==> config.mk <==
export PLATFORM = sky130hd
export DESIGN_NAME = pulse_engine
export DESIGN_NICKNAME = d
export VERILOG_FILES = /design/src/rtl/pe_pkg.sv /design/src/rtl/pe_tick_counter.sv /design/src/rtl/pe_timer.sv /design/src/rtl/pe_channel.sv /design/src/rtl/pe_run_ctrl.sv /design/src/rtl/pulse_engine.sv
export SDC_FILE = /design/constraint.sdc
export NUM_CORES = 1
export LEC_CHECK = 0
export BUFFER_PORTS_ARGS = -buffer_cell sky130_fd_sc_hd__clkbuf_2
export CORE_MARGIN = 2
export CORE_UTILIZATION = 59
export CTS_BUF_LIST = sky130_fd_sc_hd__clkbuf_4 sky130_fd_sc_hd__clkbuf_8 sky130_fd_sc_hd__clkbuf_16
export CTS_CLUSTER_DIAMETER = 30
export DETAILED_ROUTE_END_ITERATION = 6
export PLACE_DENSITY = 0.81
export SYNTH_ARGS = -nofsm -noshare
export SYNTH_HDL_FRONTEND = slang
export SYNTH_SLANG_ARGS = --single-unit
==> constraint.sdc <==
create_clock -name clk -period 3.98 [get_ports clk]
set_clock_uncertainty 0.1 [all_clocks]
set_input_delay 0.796 -clock clk [delete_from_list [all_inputs] [get_ports clk]]
set_output_delay 0.796 -clock clk [all_outputs]
set_load 0.05 [all_outputs]
==> src/rtl/pe_pkg.sv <==
package pe_pkg;
  typedef enum logic {
    RUN_IDLE = 1'b0,
    RUN_BUSY = 1'b1
  } run_state_e;

  localparam int TIMERS_PER_CHAN = 2;
endpackage

==> src/rtl/pe_tick_counter.sv <==
module pe_tick_counter #(
  parameter int CNT_W = 32
) (
  input  logic             clk,
  input  logic             rst_n,
  input  logic             clear_i,
  input  logic             run_i,
  output logic [CNT_W-1:0] cnt_o
);
  localparam logic [CNT_W-1:0] CNT_MAX = '1;

  always_ff @(posedge clk) begin
    if (!rst_n) begin
      cnt_o <= '0;
    end else if (clear_i) begin
      cnt_o <= '0;
    end else if (run_i && (cnt_o != CNT_MAX)) begin
      cnt_o <= cnt_o + 1'b1;
    end
  end
endmodule

==> src/rtl/pe_timer.sv <==
module pe_timer #(
  parameter int CNT_W = 32
) (
  input  logic             clk,
  input  logic             rst_n,
  input  logic             clear_i,
  input  logic             run_i,
  input  logic [CNT_W-1:0] target_i,
  input  logic [CNT_W-1:0] cnt_i,
  output logic             fired_o
);
  always_ff @(posedge clk) begin
    if (!rst_n) begin
      fired_o <= 1'b0;
    end else if (clear_i) begin
      fired_o <= 1'b0;
    end else if (run_i && (cnt_i == target_i)) begin
      fired_o <= 1'b1;
    end
  end
endmodule

==> src/rtl/pe_channel.sv <==
module pe_channel #(
  parameter int CNT_W = 32
) (
  input  logic             clk,
  input  logic             rst_n,
  input  logic             load_i,
  input  logic             run_i,
  input  logic             en_i,
  input  logic [CNT_W-1:0] dly_i,
  input  logic [CNT_W-1:0] wid_i,
  input  logic [CNT_W-1:0] cnt_i,
  output logic             pulse_o,
  output logic             done_o
);
  import pe_pkg::*;

  logic [CNT_W:0]   sum_wide;
  logic [CNT_W-1:0] end_sat;
  logic             en_q;
  logic [CNT_W-1:0] dly_q;
  logic [CNT_W-1:0] end_q;
  logic [TIMERS_PER_CHAN-1:0][CNT_W-1:0] tgt;
  logic [TIMERS_PER_CHAN-1:0]            fired;

  always_comb begin
    sum_wide = {1'b0, dly_i} + {1'b0, wid_i};
    end_sat  = sum_wide[CNT_W] ? '1 : sum_wide[CNT_W-1:0];
  end

  always_ff @(posedge clk) begin
    if (!rst_n) begin
      en_q  <= 1'b0;
      dly_q <= '0;
      end_q <= '0;
    end else if (load_i) begin
      en_q  <= en_i;
      dly_q <= dly_i;
      end_q <= end_sat;
    end
  end

  assign tgt[0] = dly_q;
  assign tgt[1] = end_q;

  for (genvar t = 0; t < TIMERS_PER_CHAN; t++) begin : g_tmr
    pe_timer #(.CNT_W(CNT_W)) u_tmr (
      .clk      (clk),
      .rst_n    (rst_n),
      .clear_i  (load_i),
      .run_i    (run_i),
      .target_i (tgt[t]),
      .cnt_i    (cnt_i),
      .fired_o  (fired[t])
    );
  end

  assign pulse_o = en_q & fired[0] & ~fired[1];
  assign done_o  = ~en_q | fired[1];

  assert_end_not_below_R4: assert property (@(posedge clk) disable iff (!rst_n)
    end_q >= dly_q);

  assert_fall_needs_rise_R3: assert property (@(posedge clk) disable iff (!rst_n)
    fired[1] |-> fired[0]);
endmodule

==> src/rtl/pe_run_ctrl.sv <==
module pe_run_ctrl (
  input  logic clk,
  input  logic rst_n,
  input  logic start_i,
  input  logic all_done_i,
  output logic load_o,
  output logic run_o,
  output logic eod_o
);
  import pe_pkg::*;

  run_state_e state_q;

  assign load_o = start_i && (state_q == RUN_IDLE);
  assign run_o  = (state_q == RUN_BUSY);

  always_ff @(posedge clk) begin
    if (!rst_n) begin
      state_q <= RUN_IDLE;
      eod_o   <= 1'b0;
    end else begin
      eod_o <= 1'b0;
      unique case (state_q)
        RUN_IDLE: if (start_i) state_q <= RUN_BUSY;
        RUN_BUSY: if (all_done_i) begin
          state_q <= RUN_IDLE;
          eod_o   <= 1'b1;
        end
        default: state_q <= RUN_IDLE;
      endcase
    end
  end

  assert_eod_single_R6: assert property (@(posedge clk) disable iff (!rst_n)
    eod_o |=> !eod_o);
endmodule

==> src/rtl/pulse_engine.sv <==
module pulse_engine #(
  parameter int NCH   = 4,
  parameter int CNT_W = 32
) (
  input  logic                 clk,
  input  logic                 rst_n,
  input  logic                 start_i,
  input  logic [NCH-1:0]       chan_en_i,
  input  logic [NCH*CNT_W-1:0] delay_i,
  input  logic [NCH*CNT_W-1:0] width_i,
  output logic [NCH-1:0]       pulse_o,
  output logic                 eod_o
);
  logic             load;
  logic             run;
  logic [CNT_W-1:0] cnt;
  logic [NCH-1:0]   done;

  pe_run_ctrl u_ctrl (
    .clk        (clk),
    .rst_n      (rst_n),
    .start_i    (start_i),
    .all_done_i (&done),
    .load_o     (load),
    .run_o      (run),
    .eod_o      (eod_o)
  );

  pe_tick_counter #(.CNT_W(CNT_W)) u_cnt (
    .clk     (clk),
    .rst_n   (rst_n),
    .clear_i (load),
    .run_i   (run),
    .cnt_o   (cnt)
  );

  for (genvar i = 0; i < NCH; i++) begin : g_ch
    pe_channel #(.CNT_W(CNT_W)) u_ch (
      .clk     (clk),
      .rst_n   (rst_n),
      .load_i  (load),
      .run_i   (run),
      .en_i    (chan_en_i[i]),
      .dly_i   (delay_i[i*CNT_W +: CNT_W]),
      .wid_i   (width_i[i*CNT_W +: CNT_W]),
      .cnt_i   (cnt),
      .pulse_o (pulse_o[i]),
      .done_o  (done[i])
    );
  end

  assert_idle_outputs_low_R1: assert property (@(posedge clk) disable iff (!rst_n)
    !run |-> (pulse_o == '0));

  assert_start_ignored_busy_R9: assert property (@(posedge clk) disable iff (!rst_n)
    (run && start_i && (cnt != '0)) |=> (cnt != '0));

  assert_all_off_eod_R8: assert property (@(posedge clk) disable iff (!rst_n)
    (start_i && !run && (chan_en_i == '0)) |=> ##1 eod_o);
endmodule

# After elaboration in Yosys (flattened, before gate mapping)

Index checks and enable logic that the tools add are counted.

Flip-flop bits (word level): 302
Input bits: 263
Logic and storage cells: 80

Add/sub/neg operators: 5
Eq/ne operators: 9
Muxes and demuxes: 8
Bitwise logic cells: 22
Reduce and logical (&&, ||, !) cells: 13

Operators with widths:

| kind                                           | number |
|---|---|
| == test 32 bit                                 | 8 |
| adder 32 x 32 -> 33 bit                        | 4 |
| 2-to-1 mux 32 bit                              | 4 |
| adder 32 x 1 -> 32 bit (second input constant) | 1 |
| inequality test 32 bit (second input constant) | 1 |
| logical AND 1 bit                              | 10 |
| inverter 1 bit                                 | 10 |
| AND 1 bit                                      | 8 |
| bitwise OR 1 bit                               | 4 |
| AND reduction 4 bit                            | 1 |
| 2-to-1 mux 1 bit                               | 3 |
| case mux 1 bit (2 select lines)                | 1 |
| AND reduction 2 bit                            | 1 |
| OR reduction 2 bit                             | 1 |

# Logic depth before layout (Yosys ltp)

Gate-level depths: netlist of run 1.

Word-level depth: 5
Gate-level depth with buffers: 13
Depth with buffers taken out: 11

# Hierarchy

Synthesis of run 1 repeated with hierarchy kept, for this count alone.

Cell total of the unflattened synthesis: 2370
Area, all modules: 20925.1 sq um

By module, submodules not included:

| module                         | instances | cells each | area an instance (sq um) | seq. area each (sq um) |
|---|---|---|---|---|
| pe_channel at g_ch[0].u_ch ... | 3         | 455        | 4081.4                   | 1301.2 |
| pe_channel at g_ch[3].u_ch     | 1         | 427        | 3875.0                   | 1301.2 |
| pe_timer                       | 8         | 46         | 382.9                    | 20.0 |
| pe_tick_counter                | 1         | 203        | 1667.8                   | 640.6 |
| pe_run_ctrl                    | 1         | 6          | 66.3                     | 40.0 |
| pulse_engine                   | 1         | 1          | 8.8                      | 0.0 |

# Worst setup path before layout of run 1

No wires, ideal clock.

Path type: input -> register
From: in delay_i[96]
To: reg g_ch[3].u_ch.end_q[11]
Library setup time: 130 ps
Data arrival time: 3177 ps
Setup slack: 573 ps
Stages: 13
Cell sequence: ha_1 -> fa_1 -> a211oi_1 -> nor2_1 -> o21ai_2 -> o41ai_4 -> a31oi_1 -> nor3_2 -> a41oi_1 -> or2_1 -> buf_6 -> buf_8 -> a21oi_4

Word-level cells in the longest chain between the ends: 2

RTL lines:

| what                    | RTL line          | RTL |
|---|---|---|
| from (decl)             | pulse_engine.sv:9 | `input logic [NCH*CNT_W-1:0] delay_i,` |
| adder 32 x 32 -> 33 bit | pe_channel.sv:26  | `sum_wide = {1'b0, dly_i} + {1'b0, wid_i};` |
| 2-to-1 mux 32 bit       | pe_channel.sv:27  | `end_sat = sum_wide[CNT_W] ? '1 : sum_wide[CNT_W-1:0];` |
| to (signal assigned)    | pe_channel.sv:38  | `end_q <= end_sat;` |
| to (decl)               | pe_channel.sv:21  | `logic [CNT_W-1:0] end_q;` |

No other way between the ends.
A chain may end at the register's enable or synchronous reset.

# Final worst setup path of run 1

From: in delay_i[64]
To: reg g_ch[2].u_ch.end_q[5]

Word-level cells in the longest chain between the ends: 2

RTL lines:

| what                    | RTL line |
|---|---|
| adder 32 x 32 -> 33 bit | pe_channel.sv:26 |
| 2-to-1 mux 32 bit       | pe_channel.sv:27 |
| to (signal assigned)    | pe_channel.sv:38 |
| to (decl)               | pe_channel.sv:21 |

No other way between the ends.

==> flow_summary.yaml, run 1 <==
sta:
  tns_ps: 0
  finalCriticalPeriod_ps: 3320
  relSlewSlack_pct: 38.8
  hold_violations: 0
  slew_viol_final: 0
  tightest_slew_ps: 909
  rsz0062_at_grt: "false"
  fin_crit_sh_pct: 83.3
  setup_viol: 0
  fmax_ghz: 0.302
  whs_ps: 365
clock_tree:
  cts.path.max_buffers: 3
  cts_setup_buffers: 0
  clkSinkCount: 302
  cts_tree: "done"
  cts_root_buffer: "clkbuf_16"
  htreeDepth: 2
  clk_pin_slew_ps: 50
  numCtsBuffers: 58
  post_cts.resized_instances: 0
  holdBufCountCts: 0
  insertion_delay_ps: 570
yosys:
  synth_edf_count: 0
  synth_cell_types: 74
  syn_inst: 2494
  yosys_warnings: 0
  syn_avg_cell_area_um2: 8.08
  synth_area_mm2: 0.0202
  postSynth.asyncResetShare_pct: 0
  ys_ff_latch: 302
  synth_fp_nets: 2890
  synth_top_flop_cell: "dfxtp_1"
  yosysSeqAreaShare_pct: 30.0
setup_path:
  path_max_fanout: 15
  crit_path_top_delay_cell: "fa_1"
  crit_family: "compound AO/OA/AOI/OAI gates"
  path_class: "in -> reg"
  cp.required_ps: 4320
  r2r_cells: 9
  max_stage_delay_ps: 440
  cp.arrival_ps: 3660
  end_kind: "flop"
  path_depth: 13
  path_buf_inv: 3
  cp-start-kind: "primary input"
  crit_chain: "clkbuf_2, ha_1, fa_1, a211oi_1, o21bai_1, o22ai_1, o31ai_2, a31oi_1, buf_4, o31ai_2, a31oi_2, buf_4, a21oi_1"
global_routing:
  grt_pass1_wl_um: 98300
  grt_start_max_net_pins: 129
  antenna_found_initial: 1
  globalRouteOverflowTotal: 0
  grtUsageTotal_pct: 34.1
  grt_pass1_vias: 18904
finish:
  nets: 3122
  diodes: 0
  post-route-util_pct: 71.4
  area_delta_synth_final_pct: 19.1
  drive_gt1_share_pct: 17.2
route:
  initialDrtViolationCount: 1725
  wirelength_um: 62100
  num_vias: 19493
  ant_nets: 0
  detail_route.wl_per_cell_um: 19.3
  drc: 0
  avgViaCountPerCell: 6.05
  first_pass_iters: 6
place:
  hpwlAfterDp_um: 44000
  gp_congestion: 0.925
  portBuffers: 267
flow_run:
  drv_cap: 0
floorplanning:
  ios: 268
  die_area_mm2: 0.0357
  rows: 67
  core_mm2: 0.0336
  dieHeight_um: 189
  start_util_pct: 60.0
  die_width_um: 189
power_and_ir_drop:
  power.density_mw_per_mm2: 448
  seqPwrFrac_pct: 32.1
  clkPwrFrac_pct: 47.4
  internal_power_uw: 7570
  p_switching_uw: 3170
  p_leak_uw: 0.00988
  irDropWorstVdd_uv: 406
  swShare_pct: 29.5
  p_comb_share_pct: 20.5
worst_hold_path:
  holdPathStages: 2
  hp-class: "reg -> reg"
status:
  run_status: "finished clean"
-- cells by family (layout without fill, tap and decap cells) --
family	after synthesis	count (layout)	share of synthesized area (%)
compound gates	779	779	24.8
simple gates	704	704	16.0
fa+ha+maj	133	133	8.41
flops	302	302	30.0
mux	2	2	0.0993
buf+inv	186	467	3.77
xor+xnor	388	388	16.9
-- placed cells by master (no fill, tap or decap), drive strengths merged, types with 28 or more instances in the layout --
cell type  instances
a21o              67
nor2             104
xnor2            285
xor2             103
buf               52
a21oi            250
dfxtp            302
nand4             77
inv               45
nor4              28
a21boi           139
nand2            347
o21ai            202
clkbuf           340
ha               129
nand3             44
-- power groups by stage --
stage	Clock [µW]	Sequential [µW]	Combinational, µW
after floorplan	0	3440	1560
after global placement	0	3490	2100
after detailed placement	0	3500	2140
after CTS	5100	3440	2170
after global routing	5250	3470	2420
final	5090	3450	2200
-- state kept, by name, indices dropped and copies added, names as in the netlist --
register	flops
g_ch.u_ch.dly_q	128
g_ch.u_ch.end_q	128
u_cnt.cnt_o	32
g_ch.u_ch.g_tmr.u_tmr.fired_o	8
g_ch.u_ch.en_q	4
u_ctrl.eod_o	1
u_ctrl.run_o	1
-- synth_stat cells (all sizes together) (6+ instances only) --
master	instances	area [µm²]
a211o	8	70.1
a211oi	15	113
a21boi	139	1040
a21o	67	503
a21oi	250	1440
a31oi	12	75.1
and2	11	68.8
and3	20	125
buf	31	178
clkbuf	115	432
dfxtp	302	6050
ha	129	1610
inv	40	150
nand2	347	1300
nand2b	8	50.1
nand3	44	220
nand4	77	482
nor2	104	390
nor2b	17	106
nor3	18	95.1
nor3b	10	75.1
nor4	28	175
o211ai	9	67.6
o21ai	202	1010
o21bai	16	120
o22ai	6	37.5
o31ai	9	77.6
or3	9	56.3
xnor2	285	2500
xor2	103	902
-- per-stage QoR --
step	worst slack [ps]	power [µW]	instances	instance area (µm²)
after global routing	462	11100	3223	24000
after detailed placement	140	5640	3114	21900
final	663	10700	3223	24000
after global placement	234	5590	3114	21900
after floorplan	573	5000	2494	20200
after CTS	698	10700	3223	24000
-- layer usage --
layer	vias up	routed length (µm)	global-route usage, %
li1	9268	-	-
met1	9089	26000	44.3
met2	938	28400	56.2
met3	196	4920	4.97
met4	2	2780	15.2
met5	-	9	0
-- final cells by class --
type | count | area [µm²]
tap | 448 | 561
fill | 2594 | 9610
sequential | 302 | 6050
clock inverter | 35 | 400
inverter | 40 | 150
multi-input combinational | 2006 | 13400
timing repair buffer | 318 | 1800
clock buffer | 74 | 1680
-- path summary, 6_finish.rpt --
check	slack, ps	startpoint	to
worst min register to register	360	g_ch[0].u_ch.g_tmr[0].u_tmr.fired_o$_SDFFE_PP0P_	g_ch[0].u_ch.g_tmr[0].u_tmr.fired_o$_SDFFE_PP0P_
worst max-delay path	660	delay_i[64]	g_ch[2].u_ch.end_q[5]$_SDFFE_PN0P_
worst max register to register	1260	u_cnt.cnt_o[25]$_SDFFE_PP0P_	u_cnt.cnt_o[22]$_SDFFE_PP0P_
worst min-delay path	360	g_ch[0].u_ch.g_tmr[0].u_tmr.fired_o$_SDFFE_PP0P_	g_ch[0].u_ch.g_tmr[0].u_tmr.fired_o$_SDFFE_PP0P_
-- worst min-delay path: stages, from the launching register on --
cell and delay (ps):
dfxtp_1 320, nor2_1 40, nor2_1 70
No activity file was read; power rests on OpenSTA's default activity.
==> run 2: changes to the inputs <==
==> constraint.sdc (replaced) <==
create_clock -name clk -period 3.5 [get_ports clk]
set_clock_uncertainty 0.1 [all_clocks]
set_input_delay 0.7 -clock clk [delete_from_list [all_inputs] [get_ports clk]]
set_output_delay 0.7 -clock clk [all_outputs]
set_load 0.05 [all_outputs]
==> flow_summary.yaml, run 2 (synthesis gave the netlist of run 1 again) <==
global_routing:
  grt_pass1_vias: 19103
  grtUsageTotal_pct: 34.3
  antenna_found_initial: 0
  globalRouteOverflowTotal: 0
  grt_pass1_wl_um: 99600
  grt_start_max_net_pins: 135
sta:
  tns_ps: 0
  hold_violations: 0
  slew_viol_final: 0
  whs_ps: 262
  finalCriticalPeriod_ps: 3070
  setup_viol: 0
  fmax_ghz: 0.326
  relSlewSlack_pct: 51.4
  tightest_slew_ps: 729
  rsz0062_at_grt: "false"
  fin_crit_sh_pct: 87.8
route:
  detail_route.wl_per_cell_um: 19.3
  ant_nets: 0
  first_pass_iters: 5
  initialDrtViolationCount: 1740
  drc: 0
  avgViaCountPerCell: 6.08
  wirelength_um: 62700
  num_vias: 19732
clock_tree:
  cts.path.max_buffers: 3
  htreeDepth: 2
  clkSinkCount: 302
  insertion_delay_ps: 570
  clk_pin_slew_ps: 50
  cts_root_buffer: "clkbuf_16"
  holdBufCountCts: 0
  cts_tree: "done"
  post_cts.resized_instances: 0
  numCtsBuffers: 57
  cts_setup_buffers: 0
floorplanning:
  dieHeight_um: 189
  rows: 67
  start_util_pct: 60.0
  ios: 268
  die_area_mm2: 0.0357
  die_width_um: 189
  core_mm2: 0.0336
setup_path:
  path_class: "in -> reg"
  r2r_end: "g_ch[3].u_ch.g_tmr[1].u_tmr.fired_o$_SDFFE_PP0P_"
  crit_family: "compound AO/OA/AOI/OAI gates"
  end_kind: "flop"
  cp.arrival_ps: 3430
  cpMostUsedCell: "o31ai_2"
  cp.required_ps: 3860
  crit_path_top_delay_cell: "fa_1"
  startpoint: "delay_i[64]"
  path_buf_inv: 1
  crit_chain: "clkbuf_2, ha_1, fa_1, a211oi_1, o21bai_1, o22ai_1, o31ai_2, a31oi_1, o31ai_2, a31oi_2, o21ai_0, o211a_1"
  max_stage_delay_ps: 410
  cp-start-kind: "primary input"
  rr_startpoint: "u_cnt.cnt_o[16]$_SDFFE_PP0P_"
  regToRegSetupSlack_ps: 960
  path_max_fanout: 3
  r2r_cells: 8
finish:
  area_delta_synth_final_pct: 19.8
  top_regs: "g_ch.u_ch.dly_q (128), g_ch.u_ch.end_q (128), u_cnt.cnt_o (32)"
  post-route-util_pct: 71.9
  final_common_cell: "nand2_1"
  final_cell_mix: "347 x nand2_1, 302 x dfxtp_1, 285 x xnor2_1"
  drive_gt1_share_pct: 17.9
  nets: 3146
  diodes: 0
power_and_ir_drop:
  p_leak_uw: 0.00997
  power.density_mw_per_mm2: 500
  irDropWorstVdd_uv: 379
status:
  run_status: "finished clean"
place:
  portBuffers: 267
  hpwlAfterDp_um: 45100
  gp_congestion: 0.934
worst_hold_path:
  hold_end: "g_ch[3].u_ch.en_q$_SDFFE_PN0P_"
  holdPathStages: 3
  min-delay-start: "chan_en_i[3]"
  hp-class: "in -> reg"
flow_run:
  drv_cap: 0
-- run 2: routing by layer --
layer | vias up | wire length (µm) | GRT usage (%)
li1 | 9314 | - | -
met1 | 9286 | 26400 | 45.6
met2 | 953 | 28500 | 56.0
met3 | 179 | 5110 | 5.01
met4 | 0 | 2640 | 14.0
met5 | - | 0 | 0
-- run 2: worst min-delay path, cell delays in order --
cell and delay, ps:
clkbuf_2 80, nand2_1 40, a21boi_0 60
-- run 2: area by class of cell --
| class | count | area [µm²] |
|---|---|---|
| multi-input combinational | 2006 | 13400 |
| fill | 2572 | 9460 |
| sequential | 302 | 6050 |
| timing repair buffer | 343 | 2020 |
| clock buffer | 68 | 1560 |
| tap | 448 | 561 |
| clock inverter | 38 | 440 |
| inverter | 40 | 150 |
-- run 2: worst max-delay path by stage --
stage,to,slack [ps],cells past startpoint
after floorplan,g_ch[3].u_ch.end_q[11]$_SDFFE_PN0P_,190,13
after global placement,g_ch[3].u_ch.end_q[0]$_SDFFE_PN0P_,30,13
after detailed placement,g_ch[2].u_ch.end_q[18]$_SDFFE_PN0P_,-60,12
after CTS,g_ch[2].u_ch.end_q[11]$_SDFFE_PN0P_,470,12
after global routing,g_ch[3].u_ch.end_q[0]$_SDFFE_PN0P_,250,13
final,g_ch[2].u_ch.end_q[11]$_SDFFE_PN0P_,430,12
-- run 2: power breakdown --
part	leakage, µW	switching [µW]	total, µW	internal [µW]
Combinational	0.00650	1460	2550	1090
Clock	0.000977	1950	5600	3650
Sequential	0.00249	217	3930	3710
-- run 2: through the flow --
stage,worst slack [ps],instances,cell area [µm²],total power (µW)
3_5_place_dp,-62.4,3139,22200,6470
2_1_floorplan,189,2494,20200,5680
6_report,428,3245,24200,12100
4_1_cts,473,3245,24200,12100
3_3_place_gp,30.8,3139,22200,6400
5_1_grt,251,3245,24200,12500
